===== config.mk =====
export PLATFORM = sky130hd
export DESIGN_NAME = ctx_preloader
export DESIGN_NICKNAME = d
export VERILOG_FILES = /design/src/rtl/ctxpre_pkg.sv /design/src/rtl/ctxpre_fetch.sv /design/src/rtl/ctxpre_decode.sv /design/src/rtl/ctx_preloader.sv
export SDC_FILE = /design/constraint.sdc
export NUM_CORES = 1
export LEC_CHECK = 0
export BUFFER_PORTS_ARGS = -buffer_cell sky130_fd_sc_hd__buf_4
export CAP_MARGIN = 40
export CORE_MARGIN = 2
export CORE_UTILIZATION = 40
export DETAILED_ROUTE_END_ITERATION = 7
export PLACE_DENSITY = 0.75
export SYNTH_ARGS = -nofsm -noshare
export SYNTH_HDL_FRONTEND = slang
export SYNTH_HIERARCHICAL = 1
export SYNTH_SLANG_ARGS = --single-unit

===== constraint.sdc =====
create_clock -name clk -period 2.2 [get_ports clk]
set_clock_uncertainty 0.2 [all_clocks]
set_input_delay 0.11 -clock clk [delete_from_list [all_inputs] [get_ports clk]]
set_output_delay 0.11 -clock clk [all_outputs]
set_load 0.005 [all_outputs]

===== src/rtl/ctxpre_pkg.sv =====
package ctxpre_pkg;

    localparam int KIND_W = 2;

    typedef enum logic [1:0] {
        WK_CELL = 2'b00,
        WK_GREG = 2'b01,
        WK_LREG = 2'b10,
        WK_SKIP = 2'b11
    } word_kind_e;

    typedef enum logic [1:0] {
        ST_IDLE,
        ST_LOAD,
        ST_DRAIN
    } seq_state_e;

endpackage


===== src/rtl/ctxpre_fetch.sv =====
module ctxpre_fetch #(
    parameter int CTX_IDX_W = 4,
    parameter int CTX_WORDS = 128
) (
    input  logic                                        clk,
    input  logic                                        rst_n,
    input  logic                                        start_i,
    input  logic [CTX_IDX_W-1:0]                        ctx_i,
    output logic                                        rd_en_o,
    output logic [CTX_IDX_W+$clog2(CTX_WORDS)-1:0]      rd_addr_o,
    output logic                                        rd_last_o
);
    localparam int WIDX_W = $clog2(CTX_WORDS);
    localparam logic [WIDX_W-1:0] LAST_IDX = WIDX_W'(CTX_WORDS - 1);

    typedef struct packed {
        logic                 busy;
        logic [CTX_IDX_W-1:0] ctx;
        logic [WIDX_W-1:0]    cnt;
    } fetch_regs_t;

    fetch_regs_t fr_d, fr_q;
    logic at_end;

    assign at_end = fr_q.busy && (fr_q.cnt == LAST_IDX);

    always_comb begin
        fr_d = fr_q;
        if (fr_q.busy) begin
            fr_d.cnt = fr_q.cnt + 1'b1;
            if (at_end) begin
                fr_d.busy = 1'b0;
                fr_d.cnt  = '0;
            end
        end
        if (start_i) begin
            fr_d.busy = 1'b1;
            fr_d.ctx  = ctx_i;
            fr_d.cnt  = '0;
        end
    end

    always_ff @(posedge clk or negedge rst_n) begin
        if (!rst_n) fr_q <= '0;
        else        fr_q <= fr_d;
    end

    assign rd_en_o   = fr_q.busy;
    assign rd_addr_o = {fr_q.ctx, fr_q.cnt};
    assign rd_last_o = at_end;

endmodule


===== src/rtl/ctxpre_decode.sv =====
module ctxpre_decode
    import ctxpre_pkg::*;
#(
    parameter int WORD_W = 32,
    parameter int SEL_W  = 6
) (
    input  logic                             valid_i,
    input  logic [WORD_W-1:0]                word_i,
    output logic                             cell_we_o,
    output logic                             const_we_o,
    output logic                             const_local_o,
    output logic [SEL_W-1:0]                 sel_o,
    output logic [WORD_W-KIND_W-SEL_W-1:0]   payload_o
);
    localparam int PAY_W = WORD_W - KIND_W - SEL_W;

    word_kind_e kind;

    assign kind      = word_kind_e'(word_i[WORD_W-1 -: KIND_W]);
    assign sel_o     = word_i[PAY_W +: SEL_W];
    assign payload_o = word_i[PAY_W-1:0];

    always_comb begin
        cell_we_o     = 1'b0;
        const_we_o    = 1'b0;
        const_local_o = 1'b0;
        if (valid_i) begin
            case (kind)
                WK_CELL: cell_we_o = 1'b1;
                WK_GREG: const_we_o = 1'b1;
                WK_LREG: begin
                    const_we_o    = 1'b1;
                    const_local_o = 1'b1;
                end
                default: ;
            endcase
        end
    end

endmodule


===== src/rtl/ctx_preloader.sv =====
module ctx_preloader
    import ctxpre_pkg::*;
#(
    parameter int CTX_IDX_W = 4,
    parameter int CTX_WORDS = 128,
    parameter int WORD_W    = 32,
    parameter int SEL_W     = 6
) (
    input  logic                                       clk,
    input  logic                                       rst_n,
    input  logic                                       start_i,
    input  logic [CTX_IDX_W-1:0]                       seq_base_i,
    input  logic [CTX_IDX_W:0]                         seq_len_i,
    input  logic                                       exec_done_i,
    output logic                                       cm_rd_en_o,
    output logic [CTX_IDX_W+$clog2(CTX_WORDS)-1:0]     cm_rd_addr_o,
    input  logic [WORD_W-1:0]                          cm_rd_data_i,
    output logic                                       cfg_we_o,
    output logic                                       cfg_layer_o,
    output logic [SEL_W-1:0]                           cfg_cell_o,
    output logic [WORD_W-KIND_W-SEL_W-1:0]             cfg_data_o,
    output logic                                       const_we_o,
    output logic                                       const_local_o,
    output logic [SEL_W-1:0]                           const_addr_o,
    output logic [WORD_W-KIND_W-SEL_W-1:0]             const_data_o,
    output logic                                       ctx_go_o,
    output logic                                       active_layer_o,
    output logic                                       seq_done_o
);
    localparam int PAY_W = WORD_W - KIND_W - SEL_W;
    localparam int LEN_W = CTX_IDX_W + 1;

    typedef struct packed {
        seq_state_e           state;
        logic [CTX_IDX_W-1:0] ctx;
        logic [LEN_W-1:0]     left;
        logic                 running;
        logic                 pend;
        logic                 loaded;
        logic                 rd_v;
        logic                 rd_last;
        logic                 layer;
        logic                 go;
        logic                 done;
        logic                 cfg_we;
        logic                 cfg_layer;
        logic [SEL_W-1:0]     cfg_cell;
        logic [PAY_W-1:0]     cfg_data;
        logic                 const_we;
        logic                 const_local;
        logic [SEL_W-1:0]     const_addr;
        logic [PAY_W-1:0]     const_data;
    } ctl_regs_t;

    ctl_regs_t r_d, r_q;

    logic                 fetch_start;
    logic [CTX_IDX_W-1:0] fetch_ctx;
    logic                 fetch_rd_en;
    logic                 fetch_last;
    logic                 dec_cell_we;
    logic                 dec_const_we;
    logic                 dec_const_local;
    logic [SEL_W-1:0]     dec_sel;
    logic [PAY_W-1:0]     dec_payload;
    logic                 swap_ok;

    ctxpre_fetch #(
        .CTX_IDX_W (CTX_IDX_W),
        .CTX_WORDS (CTX_WORDS)
    ) u_fetch (
        .clk       (clk),
        .rst_n     (rst_n),
        .start_i   (fetch_start),
        .ctx_i     (fetch_ctx),
        .rd_en_o   (fetch_rd_en),
        .rd_addr_o (cm_rd_addr_o),
        .rd_last_o (fetch_last)
    );

    ctxpre_decode #(
        .WORD_W (WORD_W),
        .SEL_W  (SEL_W)
    ) u_decode (
        .valid_i       (r_q.rd_v),
        .word_i        (cm_rd_data_i),
        .cell_we_o     (dec_cell_we),
        .const_we_o    (dec_const_we),
        .const_local_o (dec_const_local),
        .sel_o         (dec_sel),
        .payload_o     (dec_payload)
    );

    // Swap needs a fully written layer and an array that is idle or just finished.
    assign swap_ok = r_q.loaded && (!r_q.running || r_q.pend || exec_done_i);

    always_comb begin
        r_d         = r_q;
        r_d.go      = 1'b0;
        r_d.done    = 1'b0;
        r_d.rd_v    = fetch_rd_en;
        r_d.rd_last = fetch_last;
        fetch_start = 1'b0;
        fetch_ctx   = r_q.ctx + 1'b1;

        // Registered write outputs, one per returned word.
        r_d.cfg_we      = dec_cell_we;
        r_d.cfg_layer   = ~r_q.layer;
        r_d.cfg_cell    = dec_sel;
        r_d.cfg_data    = dec_payload;
        r_d.const_we    = dec_const_we;
        r_d.const_local = dec_const_local;
        r_d.const_addr  = dec_sel;
        r_d.const_data  = dec_payload;

        if (r_q.rd_last) r_d.loaded = 1'b1;

        case (r_q.state)
            ST_IDLE: begin
                if (start_i && (seq_len_i != '0)) begin
                    r_d.state   = ST_LOAD;
                    r_d.ctx     = seq_base_i;
                    r_d.left    = seq_len_i - 1'b1;
                    r_d.loaded  = 1'b0;
                    r_d.pend    = 1'b0;
                    fetch_start = 1'b1;
                    fetch_ctx   = seq_base_i;
                end
            end
            ST_LOAD: begin
                if (r_q.running && exec_done_i) r_d.pend = 1'b1;
                if (swap_ok) begin
                    r_d.go      = 1'b1;
                    r_d.layer   = ~r_q.layer;
                    r_d.running = 1'b1;
                    r_d.pend    = 1'b0;
                    r_d.loaded  = 1'b0;
                    if (r_q.left != '0) begin
                        r_d.left    = r_q.left - 1'b1;
                        r_d.ctx     = r_q.ctx + 1'b1;
                        fetch_start = 1'b1;
                    end else begin
                        r_d.state = ST_DRAIN;
                    end
                end
            end
            ST_DRAIN: begin
                if (exec_done_i) begin
                    r_d.done    = 1'b1;
                    r_d.running = 1'b0;
                    r_d.state   = ST_IDLE;
                end
            end
            default: r_d.state = ST_IDLE;
        endcase
    end

    always_ff @(posedge clk or negedge rst_n) begin
        if (!rst_n) begin
            r_q       <= '0;
            r_q.state <= ST_IDLE;
        end else begin
            r_q <= r_d;
        end
    end

    assign cm_rd_en_o     = fetch_rd_en;
    assign cfg_we_o       = r_q.cfg_we;
    assign cfg_layer_o    = r_q.cfg_layer;
    assign cfg_cell_o     = r_q.cfg_cell;
    assign cfg_data_o     = r_q.cfg_data;
    assign const_we_o     = r_q.const_we;
    assign const_local_o  = r_q.const_local;
    assign const_addr_o   = r_q.const_addr;
    assign const_data_o   = r_q.const_data;
    assign ctx_go_o       = r_q.go;
    assign active_layer_o = r_q.layer;
    assign seq_done_o     = r_q.done;

endmodule


* After elaboration in Yosys (flattened, before gate mapping)
Cells that the tools add are included.
** Cells by class
- Add/subtract/negate cells :: 4
- Equality and inequality tests :: 11
- Multiplexer cells :: 34
- Bitwise logic cells :: 1
- Reductions and logical operators :: 20
** Operator list (count)
- 1-bit two-way mux :: 18
- 9-bit one-hot mux with 2 select lines :: 1
- 14-bit two-way mux :: 1
- 7-bit two-way mux :: 2
- 12-bit two-way mux :: 1
- 11-bit two-way mux :: 1
- 2-bit != test, second input constant :: 5
- 5-bit nonzero test :: 2
- 5-bit by 1-bit subtractor with 5-bit output, second input constant :: 2
- 9-bit two-way mux :: 1
- 4-bit two-way mux :: 2
- 4-bit AND reduction :: 2
- 7-bit by 1-bit adder with 7-bit output, second input constant :: 1
- 7-bit equality test, second input constant :: 1
- 2-bit two-way mux :: 3
- 2-bit one-hot mux with 3 select lines :: 1
- 3-bit AND reduction :: 2
- 2-bit nonzero test :: 3
- 4-bit by 1-bit adder with 4-bit output, second input constant :: 1
- 2-bit by 1-bit equality test with 1-bit output, second input constant :: 2
- 2-bit equality test, second input constant :: 2
- 1-bit logical AND :: 4
- 2-bit logical NOT :: 2
- 1-bit one-hot mux with 2 select lines :: 2
- other kinds (7) :: 8
** Word-level totals
- Bits in registers :: 65
- Word-level logic and storage cells :: 90

* Logic depth before layout (Yosys ltp)
Gate-level depths: netlist (run 1).
- Word-level depth :: 7
- Mapped depth :: 9
- Depth with buffers taken out :: 9

* Modules after synthesis
The synthesis (run 1) kept the hierarchy.
** By module, submodules not included
- ctx_preloader :: times used 1, cells each 207, area an instance 2407.3 µm², sequential area each 1326.3 µm²
- ctxpre_fetch :: times used 1, cells each 49, area an instance 549.3 µm², sequential area each 300.3 µm²
- ctxpre_decode :: times used 1, cells each 37, area an instance 276.5 µm², sequential area each 0.0 µm²

* Worst setup path after synthesis (run 1)
OpenSTA, ideal clock, no wires.
- Kind :: register to register
- From :: reg r_q[72] (netlist bit)
- To :: reg u_fetch.fr_q (netlist bit u_fetch/rd_addr_o[10])
- Library setup time :: 0.125 ns
- Data arrival time :: 1.876 ns
- Slack :: 0.000 ns
- Cell stages (with the launch flop) :: 8
- Cells stage by stage :: dfrtp_1 inv_1 ha_1 or4b_1 a21boi_4 inv_4 buf_2 mux2_2
** On the way
- Word-level cells in the longest chain between the ends :: 4
** Ends and longest elaborated chain
- start: declaration :: line ctx_preloader.sv:55 : ctl_regs_t r_d, r_q;
- start signal: assignment :: line ctx_preloader.sv:163 : r_q <= r_d;
- 5-bit nonzero test :: line ctx_preloader.sv:138 : if (r_q.left != '0) begin
- 1-bit two-way mux :: line ctx_preloader.sv:138
- 1-bit two-way mux :: line ctx_preloader.sv:132 : if (swap_ok) begin
- 1-bit one-hot mux with 2 select lines :: line ctx_preloader.sv:118 : case (r_q.state)
- net fetch_start :: line ctx_preloader.sv:57 : logic fetch_start;
- end signal: assignment :: line ctxpre_fetch.sv:45 : else fr_q <= fr_d;
- end: declaration :: line ctxpre_fetch.sv:22 : fetch_regs_t fr_d, fr_q;
The timed path passes the listed nets, and every way through them passes these cells.
A chain may end at the register's enable or synchronous reset.

* Worst setup path after layout (run 1)
- From :: reg r_q[73] (netlist bit)
- To :: reg u_fetch.fr_q (netlist bit u_fetch/rd_addr_o[5])
** On the way
- Word-level cells in the longest chain between the ends :: 5
- Elaborated cells on any way between the ends :: 6
- Classes of those cells :: 4 x mux; 2 x reduce/logical
** Ends and longest elaborated chain (line)
- 5-bit nonzero test * :: ctx_preloader.sv:138
- 1-bit two-way mux * :: ctx_preloader.sv:138
- 1-bit two-way mux * :: ctx_preloader.sv:132
- 1-bit one-hot mux with 2 select lines * :: ctx_preloader.sv:118
- net fetch_start :: ctx_preloader.sv:57
- 12-bit two-way mux / 2-bit nonzero test (equally long branches)
The timed path passes the listed nets; every way through them passes the cells marked *.

==> results of run 1 <==
[layer usage]
metal / global-route usage, % / part of all wire (%) / vias to the layer above
li1: - / - / 1071
met4: 6.28 / 1.2 / 0
met2: 28.4 / 53 / 108
met5: 0 / 0 / -
met1: 17.5 / 39 / 1096
met3: 3.69 / 7.3 / 7
[kinds of logic after synthesis]
logic type | Yosys count | synth area share [%]
buf+inv | 112 | 23.7
flops | 65 | 50.3
simple gates | 53 | 9.40
compound gates | 40 | 8.67
mux | 9 | 3.44
xor+xnor | 8 | 2.17
fa+ha+maj | 6 | 2.32
[critical path: stages, from the launching register on]
cell and delay (ps):
dfrtp_1 380, inv_2 90, ha_4 140, or4b_4 480
a21boi_4 190, inv_4 70, o211ai_1 190, o21ai_1 120
a211oi_2 230
[sequential cells by signal (all words and copies together) (netlist names)]
name,count
active_layer_o,1
cfg_layer_o,1
cfg_we_o,1
const_addr_o,6
const_data_o,24
const_local_o,1
const_we_o,1
ctx_go_o,1
r_q,16
seq_done_o,1
u_fetch/rd_addr_o,11
u_fetch/rd_en_o,1
[stage by stage]
stage | hold WS (ps) | cell area, µm²
floorplan | -386 | 3240
global placement | 19.2 | 3660
detailed placement | 20.4 | 3660
CTS | 1.11 | 4270
global route | 53.9 | 4300
finish | 24.9 | 4300
[layout make-up]
cell class / instances / area (µm²)
Fill cell: 641 / 3460
Sequential cell: 65 / 1630
Timing Repair Buffer: 177 / 1420
Multi-Input combinational cell: 116 / 863
Clock buffer: 10 / 138
Tap cell: 102 / 128
Clock inverter: 6 / 66.3
Inverter: 15 / 58.8
[cells in the final DEF (no fill, tap or decap), types with 3 or more instances in the layout]
master,count
buf_4,139
dfrtp_1,65
dlygate4sd3_1,38
inv_1,11
nand2_1,11
nor2_1,10
o21ai_0,10
clkbuf_8,10
a21oi_1,8
nand3_1,7
mux2_2,5
ha_1,5
xnor2_1,4
nor3_1,4
xor2_1,4
inv_2,3
nand2b_1,3
o22ai_1,3
mux2_4,3
o211ai_1,3
nand4_1,3
clkinvlp_4,3
and2_1,3
[repair_timing]
| action | CTS | global route |
|---|---|---|
| buffers inserted | 3 | 2 |
| endpoints found under the hold margin | 108 | 0 |
| gates resized for setup | 1 | 5 |
| hold buffers | 38 | 0 |
| endpoints found under the setup margin | 2 | 9 |
| pin swaps | 2 | 6 |
[worst paths after layout]
check / startpoint / to / slack [ps]
max in group asynchronous: rst_n / u_fetch/rd_addr_o[3] / 1070
min in group asynchronous: rst_n / const_data_o[14] / 210
hold reg to reg: active_layer_o / cfg_layer_o / 260
setup reg to reg: r_q[73] / u_fetch/rd_addr_o[5] / 30
setup / recovery: r_q[73] / u_fetch/rd_addr_o[5] / 30
hold / removal: seq_len_i[2] / r_q[74] / 20
[power groups by stage]
stage               combinational (mW)  clock, mW  sequential, mW
detailed placement                1.39          0            1.70
finish                            1.56       1.03            1.69
floorplan                        0.890          0            1.65
CTS                               1.50       1.07            1.68
global route                      1.71       1.12            1.73
global placement                  1.35          0            1.69
==> flow_summary.ini, run 1 <==
[synth]
avgSynthCellArea_um2 = 11.0
synthMostInstantiatedCell = buf_4
netlist.area_leader.share_pct = 50.3
synth.ff_latch_count = 65
netlist_area_um2 = 3230
synth_seq_area_share_pct = 50.3
netlist_instances = 293
synth_commonest_cells = buf_4, dfrtp_1, inv_1, nand2_1, o21ai_0
synthesis.yosys.warnings = 6
synth_enable_flop_cells = 0
dominantRegCellSynth = dfrtp_1
synth_cell_types = 46
synthTopCellsByArea = dfrtp_1, buf_4, ha_1
postSynthNetCount = 344
synth_area_leader_cell = dfrtp_1
postSynth.asyncResetShare_pct = 100

[critical_path]
end_kind = flop
crit_type = flop to flop
path_max_fanout = 5
timing.critical_path.from_type = flop
timing.critical_path.arrival_ps = 2220
worst_r2r_path_depth = 8
critPathRequiredTime_ps = 2250

[power_and_ir_drop]
swShare_pct = 32.8
cell_internal_pwr_mw = 2.88
power_frac_seq_pct = 39.4
powerDensity_nw_per_um2 = 995
total_switching_power_mw = 1.41
power.share.clock_pct = 24.2
comb_power_share_pct = 36.4
design_power_total_mw = 4.28
leakage_power_figure_nw = 2.08
ir_worst_vdd_v = 0.000597

[timing]
setup_failing_eps_final = 0
tightest_slew_ps = 798
final-max-slew-violation-count = 0
finalWorstPathRequiredPeriod_ps = 2170
setup_total_negative_slack_ps = 0
max-slew-margin-rel_pct = 46.8
period_share_pct = 98.5
setup_slack_ps = 32.3
hold_violations = 0
max_clock_freq_ghz = 0.461
grt_setup_unrepaired = yes

[placement]
portBuffers = 123
dp.cells = 432
gpl.final_weighted_congestion = 0.851
dp_worst_setup_slack_ps = -64.6
post-dp-hpwl_um = 4640

[die]
fp.dieArea_um2 = 8820
die-width_um = 93.9
start_util_pct = 41.6
placement_rows = 32
num_io_pins = 124
core-area_um2 = 7770
chipHeight_um = 93.9

[detailed_routing]
wire_length_per_cell_after_detailed_routing_um = 14.0
route.vias.total = 2282
post_detailed_route_drc_marker_count = 0
drt-total-wl_um = 6880
first_pass_iters = 4
vias_per_cell = 4.65
dr.first_iter.drc_count = 35
detail-route-antenna-nets = 0

[final_layout]
final_nets = 435
antenna_cells_inserted = 0
number_of_cells_in_the_finished_layout_apart_from_fillers = 491
fin_util_pct = 55.4
drive_above_1_share_pct = 45.2
area_delta_synth_final_pct = 33.1

[clocking]
sink_count_of_the_clock_tree = 65
cts_buffers = 9
root_buffer = clkbuf_8
max-clock-path-buffers = 2
cts_tree = yes
worst_skew_pair.late_latency_ps = 340
clk_transition_reported_paths_ps = 80
ctsHtreeMaxLevel = 3

[global_route]
antenna_violations_before_repair = 0
gr-total-overflow = 0
pin_count_of_the_biggest_net_entering_global_routing = 66
grt_first_pass_wirelength_um = 10700
via_count_of_the_first_global_routing_pass = 2309
grtUsageTotal_pct = 15.6

[worst_hold_path]
timing.hold.worst_path_depth = 4
holdCritPathClass = input port to flop

[run]
maximum_capacitance_violations = 0

[status]
run_status = completed
(Power assumes the default switching activity.)
==> run 2, diff against run 1 <==
==> constraint.sdc (replaced) <==
create_clock -name clk -period 1.8 [get_ports clk]
set_clock_uncertainty 0.2 [all_clocks]
set_input_delay 0.09 -clock clk [delete_from_list [all_inputs] [get_ports clk]]
set_output_delay 0.09 -clock clk [all_outputs]
set_load 0.005 [all_outputs]
==> flow_summary.ini, run 2 (same netlist as run 1, synthesis figures left out) <==
[clocking]
sink_count_of_the_clock_tree = 65
worst_skew_pair.late_latency_ps = 330
ctsHtreeMaxLevel = 3
clk_transition_reported_paths_ps = 70
max-clock-path-buffers = 2
root_buffer = clkbuf_8
cts_tree = yes
cts_buffers = 9

[die]
placement_rows = 32
fp.dieArea_um2 = 8820
start_util_pct = 41.6
die-width_um = 93.9
chipHeight_um = 93.9
num_io_pins = 124
core-area_um2 = 7770

[critical_path]
timing.critical_path.arrival_ps = 2170
critPathRequiredTime_ps = 1850
end_kind = flop
r2r-start = r_q[72]
path_max_fanout = 5
timing.critical_path.from_type = flop
timing.reg2reg.setup_slack_ps = -330
crit_type = flop to flop
critPathLaunch = r_q[72]

[timing]
final-max-slew-violation-count = 0
tightest_slew_ps = 450
max-slew-margin-rel_pct = 69.8
finalWorstPathRequiredPeriod_ps = 2130
grt_setup_unrepaired = yes
setup_failing_eps_final = 22
setup_slack_ps = -326
hold_violations = 0
max_clock_freq_ghz = 0.470
setup_total_negative_slack_ps = -4650
period_share_pct = 118

[global_route]
gr-total-overflow = 0
pin_count_of_the_biggest_net_entering_global_routing = 35
grtUsageTotal_pct = 16.1
antenna_violations_before_repair = 0
grt_first_pass_wirelength_um = 10900
via_count_of_the_first_global_routing_pass = 2355

[power_and_ir_drop]
ir_worst_vdd_v = 0.000676
powerDensity_nw_per_um2 = 1250
design_power_total_mw = 5.71
leakage_power_figure_nw = 2.22

[worst_hold_path]
timing.hold.worst.start = seq_len_i[4]
holdCritPathClass = input port to flop

[detailed_routing]
wire_length_per_cell_after_detailed_routing_um = 13.4
first_pass_iters = 5
drt-total-wl_um = 6900
detail-route-antenna-nets = 0
post_detailed_route_drc_marker_count = 0
vias_per_cell = 4.55
dr.first_iter.drc_count = 48
route.vias.total = 2338

[final_layout]
layout_commonest_cell = buf_4
largest_register_ff_count = 24
drive_above_1_share_pct = 49.8
n_fill_cell = 621
final_nets = 458
post-route-cell-area_um2 = 4580
antenna_cells_inserted = 0
area_delta_synth_final_pct = 41.6
top_library_cells_by_usage_in_the_layout_fill_and_taps_aside = buf_4, dfrtp_1, dlygate4sd3_1, inv_1, nand2_1

[placement]
post-dp-hpwl_um = 4850
dp_worst_setup_slack_ps = -398
gpl.final_weighted_congestion = 0.818
post_detailed_placement_cell_area_um2 = 3830
portBuffers = 123

[run]
maximum_capacitance_violations = 0

[status]
failed_checks = setup timing
run_status = finished, violations left
## run 2: routing by layer
metal	share of wire (%)	global-route usage [%]	vias to the layer above
met5	0	0	-
met4	1.1	4.71	0
met3	8.4	5.38	8
met2	52	29.4	116
met1	39	17.6	1098
li1	-	-	1116
## run 2: power by group
part | total [mW] | switching (mW) | internal (mW)
clock | 1.33 | 0.547 | 0.778
combinational | 2.34 | 0.983 | 1.36
sequential | 2.05 | 0.269 | 1.78
## run 2: final timing paths
kind | endpoint | depth (start not counted)
setup / recovery | u_fetch/rd_addr_o[5] | 8
setup reg to reg | u_fetch/rd_addr_o[5] | 8
max in group asynchronous | u_fetch/rd_addr_o[3] | 3
hold / removal | r_q[76] | 4
hold reg to reg | cfg_layer_o | 1
min in group asynchronous | const_data_o[6] | 2
## run 2: cell type report
type	count	area, µm²	area share, %
clock buffer	11	131	2.87
clock inverter	5	80.1	1.75
inverter	15	58.8	1.28
multi-input combinational	116	911	19.9
sequential	65	1630	35.5
tap	102	128	2.79
timing repair buffer	200	1640	35.9
## run 2: critical path, stage by stage (launching register included)
cell	delay (ps)
dfrtp_1	390
inv_2	80
ha_4	120
or4b_4	470
a21boi_4	200
inv_4	80
o211ai_1	200
o21ai_1	100
a211oi_2	190
## run 2: through the flow
stage | utilization (%) | hold slack, ps | instances
4_1_cts | 58.4 | 11.7 | 511
6_report | 58.9 | 26.0 | 514
3_3_place_gp | 49.3 | -141 | 451
2_1_floorplan | - | -406 | 293
3_5_place_dp | 49.3 | -138 | 451
5_1_grt | 58.9 | 20.9 | 514
## run 2: repair_timing
item | CTS | global route
buffers inserted | 5 | 3
endpoints found under the setup margin | 21 | 22
hold buffers | 39 | 0
gates resized for setup | 15 | 6
hold endpoints to repair | 110 | 0
pin swaps | 6 | 5
==> run 3, diff against run 2 <==
--- a/config.mk
+++ b/config.mk
@@ -5,12 +5,13 @@
 export SDC_FILE = /design/constraint.sdc
 export NUM_CORES = 1
 export LEC_CHECK = 0
+export ABC_AREA = 1
 export BUFFER_PORTS_ARGS = -buffer_cell sky130_fd_sc_hd__buf_4
 export CAP_MARGIN = 40
 export CORE_MARGIN = 2
 export CORE_UTILIZATION = 40
 export DETAILED_ROUTE_END_ITERATION = 7
-export PLACE_DENSITY = 0.75
+export PLACE_DENSITY_LB_ADDON = 0.3
 export SYNTH_ARGS = -nofsm -noshare
 export SYNTH_HDL_FRONTEND = slang
 export SYNTH_HIERARCHICAL = 1
==> flow_summary.ini, run 3 <==
[critical_path]
timing.critical_path.arrival_ps = 1760
cp_slowest_cell = dfrtp_1
critPathRequiredTime_ps = 1830
crit_path_cell_trace = inv_1 -> ha_1 -> nand2_1 -> nor2_2 -> o21ai_4 -> inv_4 -> nand3_1 -> o21ai_1
end_kind = flop
timing.critical_path.from_type = flop
max_stage_delay_ps = 380
path_max_fanout = 9
crit_type = flop to flop

[detailed_routing]
dr.first_iter.drc_count = 62
route.vias.total = 2500
post_detailed_route_drc_marker_count = 0
wire_length_per_cell_after_detailed_routing_um = 12.8
detail-route-antenna-nets = 0
drt-total-wl_um = 7190
first_pass_iters = 5
vias_per_cell = 4.46

[synth]
synthMostInstantiatedCell = buf_4
netlist_instances = 359
avgSynthCellArea_um2 = 9.26
synth.ff_latch_count = 65
synthesis.yosys.warnings = 6
dominantRegCellSynth = dfrtp_1
synth_seq_area_share_pct = 48.9
postSynthNetCount = 410
synth_commonest_cells = buf_4, nand2_1, dfrtp_1, inv_1, nor2_1
postSynth.asyncResetShare_pct = 100
synth_cell_types = 31
netlist.area_leader.share_pct = 48.9
synthTopCellsByArea = dfrtp_1, buf_4, nand2_1
synth_area_leader_cell = dfrtp_1
synth_enable_flop_cells = 0
netlist_area_um2 = 3320

[final_layout]
layout_commonest_cell = buf_4
largest_register_ff_count = 24
post-route-cell-area_um2 = 4420
n_fill_cell = 693
top_library_cells_by_usage_in_the_layout_fill_and_taps_aside = buf_4, nand2_1, dfrtp_1, dlygate4sd3_1, inv_1
seqCellArea_um2 = 1630
drive_above_1_share_pct = 36.5
final_nets = 501
multiInputGateArea_um2 = 922
area_delta_synth_final_pct = 33.1
antenna_cells_inserted = 0

[run]
maximum_capacitance_violations = 0

[status]
run_status = finished, violations left
failed_checks = hold timing

[power_and_ir_drop]
ir_worst_vdd_v = 0.000663
swShare_pct = 35.3
comb_power_share_pct = 35.0
total_switching_power_mw = 1.90
design_power_total_mw = 5.39
power_frac_seq_pct = 39.3
power.share.clock_pct = 25.7
cell_internal_pwr_mw = 3.49
powerDensity_nw_per_um2 = 1220
leakage_power_figure_nw = 2.29

[clocking]
ctsHtreeMaxLevel = 3
clk_transition_reported_paths_ps = 80
sink_count_of_the_clock_tree = 65
max-clock-path-buffers = 2
worst_skew_pair.late_latency_ps = 350
cts_buffers = 9
root_buffer = clkbuf_8
cts_tree = yes

[global_route]
grtUsageTotal_pct = 15.9
pin_count_of_the_biggest_net_entering_global_routing = 66
via_count_of_the_first_global_routing_pass = 2348
grt_first_pass_wirelength_um = 11000
antenna_violations_before_repair = 0
gr-total-overflow = 0

[placement]
post_detailed_placement_cell_area_um2 = 3730
post-dp-hpwl_um = 4800
gpl.final_weighted_congestion = 0.813
portBuffers = 123
dp_worst_setup_slack_ps = 37.6

[die]
placement_rows = 33
die-width_um = 95.2
core-area_um2 = 8130
chipHeight_um = 95.2
fp.dieArea_um2 = 9060
start_util_pct = 40.9
num_io_pins = 124

[timing]
final-max-slew-violation-count = 0
max_clock_freq_ghz = 0.579
tightest_slew_ps = 809
setup_slack_ps = 72.8
hold_violations = 1
worst_slack_on_hold_paths_ps = -21.9
period_share_pct = 96.0
max-slew-margin-rel_pct = 46.1
setup_failing_eps_final = 0
finalWorstPathRequiredPeriod_ps = 1730

[worst_hold_path]
holdCritPathClass = input port to flop
run 3: power by group through the flow:
stage	clock network, mW	logic (mW)	registers [mW]
2_1_floorplan	0	1.23	2.08
3_3_place_gp	0	1.75	2.13
3_5_place_dp	0	1.79	2.14
4_1_cts	1.41	1.87	2.12
5_1_grt	1.49	2.15	2.16
6_report	1.38	1.89	2.12
run 3: final timing paths:
path / from / to / slack, ps / depth (start not counted)
worst max-delay path: r_q[72] / u_fetch/rd_addr_o[4] / 70 / 8
worst min-delay path: seq_len_i[2] / r_q[81] / -20 / 5
worst max register to register: r_q[72] / u_fetch/rd_addr_o[4] / 70 / 8
worst min register to register: active_layer_o / cfg_layer_o / 270 / 1
max in group asynchronous: rst_n / seq_done_o / 690 / 2
min in group asynchronous: rst_n / const_data_o[14] / 180 / 2
run 3: layout make-up:
class / count / area share (%)
Clock buffer: 9 / 2.80
Clock inverter: 7 / 2.12
Inverter: 29 / 2.57
Multi-Input combinational cell: 172 / 20.8
Sequential cell: 65 / 36.8
Tap cell: 105 / 2.97
Timing Repair Buffer: 173 / 31.9
run 3: logic make-up after synthesis:
kind of cell / after synthesis / synth area share (%)
DFF: 65 / 48.9
adders and majority gates: 6 / 2.26
buffers and inverters: 122 / 24.5
xor gates and xnor gates: 4 / 1.05
AOI/OAI and AO/OA: 23 / 4.25
and+or+nand+nor: 139 / 19.0
run 3: timing repair:
| item | CTS | global route |
|---|---|---|
| setup buffers | 0 | 0 |
| hold buffers | 44 | 0 |
| endpoints found under the hold margin | 115 | 0 |
| resized for setup | 0 | 9 |
| endpoints found under the setup margin | 0 | 14 |
run 3: metrics by stage:
step / TNS (ps) / hold slack, ps / utilization [%] / std cells
after CTS: 0 / 3.41 / 53.9 / 560
after global routing: -83.4 / 7.11 / 54.4 / 560
after global placement: 0 / -0.489 / 45.8 / 500
after detailed placement: 0 / 0.416 / 45.8 / 500
final: 0 / -21.9 / 54.4 / 560
after floorplan: 0 / -406 / - / 359
run 3: layer usage:
layer | up-vias | GRT usage (%) | wire, µm
met4 | 0 | 6.52 | 135
met3 | 11 | 3.95 | 587
met5 | - | 0 | 0
li1 | 1215 | - | -
met2 | 110 | 28.5 | 3660
met1 | 1164 | 18.1 | 2810
run 3: worst max-delay path, delay by kind of cell (launching register included):
kind	cells	cell delay, ps
AO/OA/AOI/OAI	2	330
adder cells (fa/ha/maj)	1	230
buffers and inverters	2	190
flip-flops	1	380
AND/OR/NAND/NOR	3	280
